==> src/rtl/f2h_pkg.sv <==
package f2h_pkg;
  // Format geometry
  localparam int SP_EXP_W   = 8;
  localparam int SP_FRAC_W  = 23;
  localparam int HP_EXP_W   = 5;
  localparam int HP_FRAC_W  = 10;

  localparam int SP_W       = 1 + SP_EXP_W + SP_FRAC_W;
  localparam int HP_W       = 1 + HP_EXP_W + HP_FRAC_W;
  localparam int HP_MAG_W   = HP_W - 1;
  localparam int SIG_W      = SP_FRAC_W + 1;

  localparam int SP_BIAS    = (1 << (SP_EXP_W - 1)) - 1;
  localparam int HP_BIAS    = (1 << (HP_EXP_W - 1)) - 1;
  localparam int SP_EXP_ALL = (1 << SP_EXP_W) - 1;
  localparam int HP_EXP_ALL = (1 << HP_EXP_W) - 1;
  localparam int EXP_DELTA  = SP_BIAS - HP_BIAS;

  // Fraction bits dropped on the normal path
  localparam int DROP_W     = SP_FRAC_W - HP_FRAC_W;
  // Shift origin on the subnormal path: shift = SUB_ORIGIN - exponent
  localparam int SUB_ORIGIN = SP_BIAS - 1;
  // Shifts beyond this always give zero, so the shifter is capped here
  localparam int SHIFT_CAP  = HP_FRAC_W + DROP_W + 3;
  localparam int SHIFT_W    = $clog2(SHIFT_CAP + 1);
  localparam int WIDE_W     = SIG_W + SHIFT_CAP;
  localparam int SUB_LOW_W  = SHIFT_CAP + HP_FRAC_W;

  localparam logic [SP_EXP_W-1:0] EXP_TOP      = SP_EXP_W'(SP_EXP_ALL);
  localparam logic [SP_EXP_W-1:0] EXP_OVF_MIN  = SP_EXP_W'(EXP_DELTA + HP_EXP_ALL);
  localparam logic [SP_EXP_W-1:0] EXP_NORM_MIN = SP_EXP_W'(EXP_DELTA + 1);

  localparam logic [HP_MAG_W-1:0] MAG_INF  = HP_MAG_W'(HP_EXP_ALL << HP_FRAC_W);
  localparam logic [HP_MAG_W-1:0] MAG_QNAN = MAG_INF | HP_MAG_W'(1 << (HP_FRAC_W - 1));

  typedef enum logic [2:0] {
    CL_ZERO,
    CL_SUB,
    CL_NORM,
    CL_OVF,
    CL_INF,
    CL_NAN
  } numClass_t;

  typedef struct packed {
    logic load;
  } ctrlStrobes_t;
endpackage

==> src/rtl/f2h_classify.sv <==
module f2h_classify
  import f2h_pkg::*;
(
  input  logic [SP_EXP_W-1:0]  expIn,
  input  logic [SP_FRAC_W-1:0] fracIn,
  output numClass_t            cls
);
  always_comb begin
    if (expIn == EXP_TOP)            cls = (|fracIn) ? CL_NAN : CL_INF;
    else if (expIn == '0)            cls = CL_ZERO;
    else if (expIn >= EXP_OVF_MIN)   cls = CL_OVF;
    else if (expIn >= EXP_NORM_MIN)  cls = CL_NORM;
    else                             cls = CL_SUB;
  end
endmodule

==> src/rtl/f2h_rne.sv <==
module f2h_rne (
  input  logic keepLsb,
  input  logic guardBit,
  input  logic stickyBit,
  output logic roundUp
);
  // Above half: up. Exactly half: up only when the kept value is odd.
  assign roundUp = guardBit & (stickyBit | keepLsb);
endmodule

==> src/rtl/f2h_ctrl.sv <==
module f2h_ctrl
  import f2h_pkg::*;
#(
  parameter bit REGISTER_OUT = 1'b1
) (
  input  logic         clk,
  input  logic         rstN,
  input  logic         inValid,
  output ctrlStrobes_t strobes,
  output logic         outValid
);
  assign strobes.load = inValid;

  generate
    if (REGISTER_OUT) begin : g_reg
      always_ff @(posedge clk or negedge rstN) begin
        if (!rstN) outValid <= 1'b0;
        else       outValid <= inValid;
      end
    end else begin : g_comb
      assign outValid = inValid;
    end
  endgenerate
endmodule

==> src/rtl/f2h_datapath.sv <==
module f2h_datapath
  import f2h_pkg::*;
#(
  parameter bit REGISTER_OUT = 1'b1
) (
  input  logic         clk,
  input  logic         rstN,
  input  ctrlStrobes_t strobes,
  input  logic [SP_W-1:0] inWord,
  output logic [HP_W-1:0] outWord
);
  logic                 signBit;
  logic [SP_EXP_W-1:0]  expIn;
  logic [SP_FRAC_W-1:0] fracIn;
  assign {signBit, expIn, fracIn} = inWord;

  numClass_t cls;
  f2h_classify u_classify (
    .expIn  (expIn),
    .fracIn (fracIn),
    .cls    (cls)
  );

  // Normal path: rebias the exponent, keep the top fraction bits
  logic [HP_EXP_W-1:0] normExp;
  logic [HP_MAG_W-1:0] normBase;
  logic                normGuard, normSticky;
  assign normExp    = HP_EXP_W'(expIn - SP_EXP_W'(EXP_DELTA));
  assign normBase   = {normExp, fracIn[SP_FRAC_W-1 -: HP_FRAC_W]};
  assign normGuard  = fracIn[DROP_W-1];
  assign normSticky = |fracIn[DROP_W-2:0];

  // Subnormal path: shift the full significand onto the 2^-24 grid
  logic [SP_EXP_W-1:0]  subDist;
  logic [SHIFT_W-1:0]   subShift;
  logic [WIDE_W-1:0]    sigExt;
  logic [SUB_LOW_W-1:0] subLow;
  logic [HP_MAG_W-1:0]  subBase;
  logic                 subGuard, subSticky;
  assign subDist   = SP_EXP_W'(SUB_ORIGIN) - expIn;
  assign subShift  = (subDist > SP_EXP_W'(SHIFT_CAP)) ? SHIFT_W'(SHIFT_CAP)
                                                      : subDist[SHIFT_W-1:0];
  assign sigExt    = {1'b1, fracIn, {SHIFT_CAP{1'b0}}};
  assign subLow    = SUB_LOW_W'(sigExt >> subShift);
  assign subBase   = {{HP_EXP_W{1'b0}}, subLow[SHIFT_CAP +: HP_FRAC_W]};
  assign subGuard  = subLow[SHIFT_CAP-1];
  assign subSticky = |subLow[SHIFT_CAP-2:0];

  // Shared rounding stage
  logic [HP_MAG_W-1:0] rndBase;
  logic                rndGuard, rndSticky, roundUp;
  always_comb begin
    if (cls == CL_NORM) begin
      rndBase   = normBase;
      rndGuard  = normGuard;
      rndSticky = normSticky;
    end else begin
      rndBase   = subBase;
      rndGuard  = subGuard;
      rndSticky = subSticky;
    end
  end

  f2h_rne u_rne (
    .keepLsb   (rndBase[0]),
    .guardBit  (rndGuard),
    .stickyBit (rndSticky),
    .roundUp   (roundUp)
  );

  // Exponent and fraction are added as one field so a carry moves up
  logic [HP_MAG_W-1:0] rndMag;
  assign rndMag = rndBase + HP_MAG_W'(roundUp);

  logic [HP_MAG_W-1:0] magOut;
  always_comb begin
    case (cls)
      CL_ZERO:         magOut = '0;
      CL_OVF, CL_INF:  magOut = MAG_INF;
      CL_NAN:          magOut = MAG_QNAN;
      default:         magOut = rndMag;
    endcase
  end

  logic [HP_W-1:0] combWord;
  assign combWord = {signBit, magOut};

  generate
    if (REGISTER_OUT) begin : g_reg
      always_ff @(posedge clk or negedge rstN) begin
        if (!rstN)             outWord <= '0;
        else if (strobes.load) outWord <= combWord;
      end
    end else begin : g_comb
      assign outWord = combWord;
    end
  endgenerate
endmodule

==> src/rtl/f32_to_f16_conv.sv <==
module f32_to_f16_conv
  import f2h_pkg::*;
#(
  parameter bit REGISTER_OUT = 1'b1
) (
  input  logic        clk,
  input  logic        rstN,
  input  logic        inValid,
  input  logic [31:0] inWord,
  output logic        outValid,
  output logic [15:0] outWord
);
  ctrlStrobes_t strobes;

  f2h_ctrl #(.REGISTER_OUT(REGISTER_OUT)) u_ctrl (
    .clk      (clk),
    .rstN     (rstN),
    .inValid  (inValid),
    .strobes  (strobes),
    .outValid (outValid)
  );

  f2h_datapath #(.REGISTER_OUT(REGISTER_OUT)) u_datapath (
    .clk     (clk),
    .rstN    (rstN),
    .strobes (strobes),
    .inWord  (inWord),
    .outWord (outWord)
  );
endmodule

==> config.mk <==
export PLATFORM = sky130hd
export DESIGN_NAME = f32_to_f16_conv
export DESIGN_NICKNAME = d
export VERILOG_FILES = /design/src/rtl/f2h_pkg.sv /design/src/rtl/f2h_classify.sv /design/src/rtl/f2h_rne.sv /design/src/rtl/f2h_ctrl.sv /design/src/rtl/f2h_datapath.sv /design/src/rtl/f32_to_f16_conv.sv
export SDC_FILE = /design/constraint.sdc
export NUM_CORES = 1
export LEC_CHECK = 0
export ABC_AREA = 1
export BUFFER_PORTS_ARGS = -buffer_cell sky130_fd_sc_hd__buf_2
export CAP_MARGIN = 10
export CELL_PAD_IN_SITES_DETAIL_PLACEMENT = 0
export CELL_PAD_IN_SITES_GLOBAL_PLACEMENT = 1
export CORE_MARGIN = 5
export CORE_UTILIZATION = 30
export DETAILED_ROUTE_END_ITERATION = 6
export PLACE_DENSITY_LB_ADDON = 0.1
export SLEW_MARGIN = 20
export SYNTH_ARGS = -nofsm -noshare
export SYNTH_HDL_FRONTEND = slang
export SYNTH_SLANG_ARGS = --single-unit
==> constraint.sdc <==
create_clock -name clk -period 1 [get_ports clk]
set_clock_uncertainty 0.05 [all_clocks]
set_input_delay 0.25 -clock clk [delete_from_list [all_inputs] [get_ports clk]]
set_output_delay 0.25 -clock clk [all_outputs]
set_load 0.01 [all_outputs]
# After elaboration in Yosys (flattened, before gate mapping)
# Index checks and enable logic that the tools add are counted.
[word_totals]
regBits = 17
inputBits = 35
word_cells = 32
[op_classes]
add_sub_neg = 3
magnitude_cmp = 3
n_eq_ne = 5
shift = 1
muxes = 10
bitwise_logic = 2
n_reduce_logical = 6
[ops]
columns = ["operator", "n"]
rows = [
  [">> shifter 50 x 5 -> 36 bit", 1],
  ["one-hot mux 15 bit (3 select lines)", 1],
  ["OR reduction 25 bit", 1],
  ["OR reduction 23 bit", 1],
  ["adder 15 x 1 -> 15 bit", 1],
  ["two-way mux 15 bit", 1],
  ["OR reduction 12 bit", 1],
  ["equality test 8 bit (second input constant)", 1],
  ["greater-or-equal comparator 8 x 7 -> 1 bit (second input constant)", 1],
  ["greater-or-equal comparator 8 bit (second input constant)", 1],
  ["> comparator 8 x 5 -> 1 bit (second input constant)", 1],
  ["logical NOT 8 bit", 1],
  ["subtractor 7 x 8 -> 8 bit (first input constant)", 1],
  ["equality test 3 x 2 -> 1 bit (second input constant)", 2],
  ["equality test 3 bit (second input constant)", 2],
  ["two-way mux 2 bit", 3],
  ["two-way mux 5 bit", 1],
  ["subtractor 5 bit (second input constant)", 1],
  ["logical NOT 3 bit", 1],
  ["two-way mux 1 bit", 3],
  ["two-way mux 3 bit", 1],
  ["OR reduction 2 bit", 1],
  ["bitwise AND 1 bit", 1],
  ["OR 1 bit", 1],
]

# Depth between registers and ports, before layout
[logic_depth]
word_depth = 11
depth_mapped = 29
mapped_depth_nobuf = 28

# Cells and area by module
# Synthesis repeated with hierarchy kept, for this count alone.
[unflattened]
cells_unflattened = 603
hier_area_um2 = 3342.0
[by_module_without_submodules]
columns = ["mod", "n_inst", "cells_each", "area_each_um2"]
rows = [
  ["f2h_datapath", 1, 546, 3080.5],
  ["f2h_classify", 1, 52, 217.7],
  ["f2h_ctrl", 1, 2, 32.5],
  ["f2h_rne", 1, 3, 11.3],
]

# Least setup slack after synthesis
# Ideal clock, no wire load.
[synth_path]
path_type = "input -> register"
startpoint = "input inWord[23]"
endpoint = "register u_datapath.outWord[14]"
setup_time_ns = 0.113
arrival_time_ns = 2.913
required_ns = 0.837
path_slack_ns = -2.076
cell_stages = 23
n_path_buf = 1
cell_sequence = "ha_1 nand3_2 nor2_1 nand2_1 nand2_1 nand2_2 nor2_8 nand2_4 or2_1 buf_6 a211oi_1 nand2_1 nand3_1 inv_1 nor2_1 ha_1 nand3_2 nor2_4 nand2_2 o21ai_1 nand3_1 nand2_1 inv_1"
[synth_between]
elab_chain_len = 11
word_cells_on_any_way = 27
[synth_lines]
columns = ["element", "line", "source"]
rows = [
  ["start: declaration", "f32_to_f16_conv.sv:9", "input logic [31:0] inWord,"],
  ["branches (longest 10 deep; another with adder 15 x 1 -> 15 bit)", "n/a", ""],
  ["one-hot mux 15 bit (3 select lines) (*)", "f2h_datapath.sv:77", "case (cls)"],
  ["end signal: assignment", "f2h_datapath.sv:92", "else if (strobes.load) outWord <= combWord;"],
  ["end: declaration", "f2h_datapath.sv:10", "output logic [HP_W-1:0] outWord"],
]
# Mark *: on every way between the ends.
# A chain may end at the register's enable or synchronous reset.

# Worst setup path in the final report
[layout_path]
startpoint = "input inWord[24]"
endpoint = "register u_datapath.outWord[10]"
# The elaborated chain is that of the path after synthesis.

==> metrics.cfg <==
[worst_setup_path]
arrival_ns=3.12
critPathLaunchType=input pin
critical_path_class=in2reg
rr_startpoint=u_datapath.outWord[9]
crit_fanout=23
cp.required_ns=1.11
r2r.worst_path.cells=4
cpMaxStageDelayCell=xor2_4
cp_slowest_stage_delay_ns=0.18
cp-end-kind=register
crit_chain=buf_8 -> ha_4 -> buf_6 -> xor2_4 -> o21ai_4 -> nand3_4 -> buf_6 -> nand3_4 -> clkinv_8 -> nand3_2 -> nand3_1 -> nand3_2 -> nand3_2 -> nand3_2 -> inv_2 -> nor2_4 -> ha_4 -> nand3_4 -> nor2_4 -> nand2_4 -> o21ai_2 -> nand2_1 -> nand2_1 -> nand2_1
r2r_end=u_datapath.outWord[9]
crit_top_cell=nand3_2
cpLargestDelayFamily=simple AND/OR/NAND/NOR gates
critPathBufInv=5
r2r_slack_ns=0.05

[floorplan]
die_area_um2=13200
die_y_um=115
num_io_pins=52
initial_core_util_pct=30.5
die_w_um=115
num_rows=38
core-area_um2=10800

[place]
dp_cells=914
dp_hpwl_um=11400
place_congestion=0.959
dpl_cell_area_um2=4880
io_buffers=51
dp_slack_ns=-2.45

[sta]
min_period_ns=3.01
post-route-period-util_pct=301
setup_viol=32
rsz0062_at_grt=true
setup_slack_ns=-2.01
hold_viol=0
slew_headroom_pct=69.4
slew_violations=0
fmax_mhz=332
tightestPinTransition_ns=0.455

[pwr]
powerDensity_nw_per_um2=626
leakagePower_nw=3.03
irDropWorstVdd_mv=0.398

[routing]
wl_met1_um=7250
highest_layer=met4
wl_met2_um=6730
viasPerCell=5.12
drtIter0Drc=365
wl_met3_um=1070
post_drt_wl_per_cell_um=15.6
drcViolationCount=0
ant_nets=0
drt_pre_antenna_iters=5
wl_um=15300
num_vias=5003

[clocking]
cts_buffer_depth=2
cts_root_buf=clkbuf_8
htree_levels=1
path_clk_slew_ns=0.07
clkLatencyLatePin_ns=0.26
numCtsBuffers=3
cts_tree=done
clock_sinks=17

[synth]
synth_seq_area_share_pct=12.9
synth.distinct_cells=39
synthFlopType=dfrtp_1
syn-num-nets=633
synthCells=592
synthArstFlopShare_pct=100
avgSynthCellArea_um2=5.57
ys_ff_latch=17
syn_area_um2=3300
synth_warnings=0
synth_edf_count=0

[final_layout]
layout_common_cells=buf_4, nand2_1, nand3_1
drive_above_1_share_pct=49.9
layout_commonest_cell=buf_4
area_growth_pct=82.2
layout.nets=880
final_area_um2=6010
antenna_cells=0
final_util_pct=55.7
fillers=1068
final_cells=978

[grt]
grt_max_degree=32
grt_pass1_vias=4895
grt_first_pass_wirelength_um=24400
antenna_found_initial=0
overflow=0
grt_usage_pct=23.0

[min_path]
worst_hold_path.endpoint=u_datapath.outWord[15]
min_path_type=in2reg
hp-start=inWord[31]
min_path_cells=3

[run_status]
violations=setup timing
outcome=complete, but fails checks

[job]
maxCapViolations=0

[synthesized netlist by cell type, types with 2 or more instances]
cell type | instances | share of area, %
a21oi_1 | 11 | 1.7
a31oi_1 | 2 | 0.38
and2_1 | 4 | 0.76
buf_2 | 9 | 1.4
buf_4 | 5 | 1.1
buf_6 | 4 | 1.4
clkbuf_1 | 7 | 0.80
dfrtp_1 | 17 | 13
ha_1 | 6 | 2.3
inv_1 | 60 | 6.8
inv_2 | 8 | 0.91
inv_4 | 2 | 0.38
nand2_1 | 167 | 19
nand2_2 | 6 | 1.1
nand3_1 | 132 | 20
nand3_2 | 4 | 1.2
nand3_4 | 3 | 1.6
nand4_1 | 36 | 6.8
nor2_1 | 42 | 4.8
nor2_2 | 8 | 1.5
nor2_4 | 5 | 1.7
nor2_8 | 2 | 1.2
nor3_1 | 5 | 0.76
nor4_1 | 5 | 0.95
o21ai_0 | 10 | 1.5
o21ai_1 | 13 | 2.0
o21bai_1 | 3 | 0.68
or2_2 | 4 | 0.76
xor2_1 | 2 | 0.53
[flip-flops by register name, summed over array words and instances, names as in the netlist]
| register | flops |
|---|---|
| u_ctrl.outValid | 1 |
| u_datapath.outWord | 16 |
[what timing repair did]
item                                    in CTS  in global routing
buffers inserted                            43                 13
gates resized for setup                     83                 58
pin swaps                                   33                 26
hold buffers                                 1                  0
hold endpoints to repair                    17                  0
endpoints found under the setup margin      32                 32
gates cloned                                 5                  1
[power breakdown]
group	switching, mW	internal [mW]	leakage [nW]
registers	0.0338	0.756	0.211
logic	1.30	1.14	2.80
clock network	0.261	0.278	0.0255
[per-stage QoR]
stage	setup TNS (ns)	total power [mW]	hold slack (ns)
2_1_floorplan	-24.82	1.79	-0.0956
3_3_place_gp	-34.57	2.69	0.140
3_5_place_dp	-34.76	2.71	0.155
4_1_cts	-28.39	3.61	0.142
5_1_grt	-32.72	4.02	0.186
6_report	-29.90	3.76	0.142
[final cells by class]
type | count | area [µm²] | area share [%]
multi-input combinational | 483 | 3010 | 50.0
timing repair buffer | 263 | 2070 | 34.4
sequential | 17 | 425 | 7.08
inverter | 70 | 285 | 4.75
tap | 140 | 175 | 2.92
clock buffer | 3 | 41.3 | 0.687
clock inverter | 1 | 5.00 | 0.0833
timing repair inverter | 1 | 3.75 | 0.0625
[cell families (layout without fill, tap and decap cells)]
kind of cell	Yosys count	in the layout	synth area share, %
simple gates	429	432	63.7
buf+inv	95	338	12.8
compound gates	42	42	6.98
flops	17	17	12.9
fa+ha+maj	6	6	2.28
xor+xnor	3	3	1.37
[worst reg2reg max path, delay by kind of cell (launching register included)]
| kind | cells | cell delay, ns |
|---|---|---|
| AO/OA/AOI/OAI | 1 | 0.04 |
| buffers and inverters | 2 | 0.25 |
| flip-flops | 1 | 0.38 |
| AND/OR/NAND/NOR | 1 | 0.12 |
[how the worst max path moves through the flow]
stage / start / end / slack [ns] / depth (start not counted)
2_1_floorplan: inWord[23] / u_datapath.outWord[10] / -1.93 / 23
3_3_place_gp: inWord[24] / u_datapath.outWord[14] / -2.43 / 25
3_5_place_dp: inWord[23] / u_datapath.outWord[14] / -2.45 / 25
4_1_cts: inWord[24] / u_datapath.outWord[13] / -1.89 / 26
5_1_grt: inWord[25] / u_datapath.outWord[10] / -2.18 / 25
6_report: inWord[24] / u_datapath.outWord[10] / -2.01 / 24
[routing by layer]
metal  track usage (%)  vias to the layer above
li1                  -                     2487
met3              2.21                       26
met4              5.09                        0
met1              34.1                     2295
met5                 0                        -
met2              35.9                      195
Note: power is estimated with default switching activity, not from simulation.
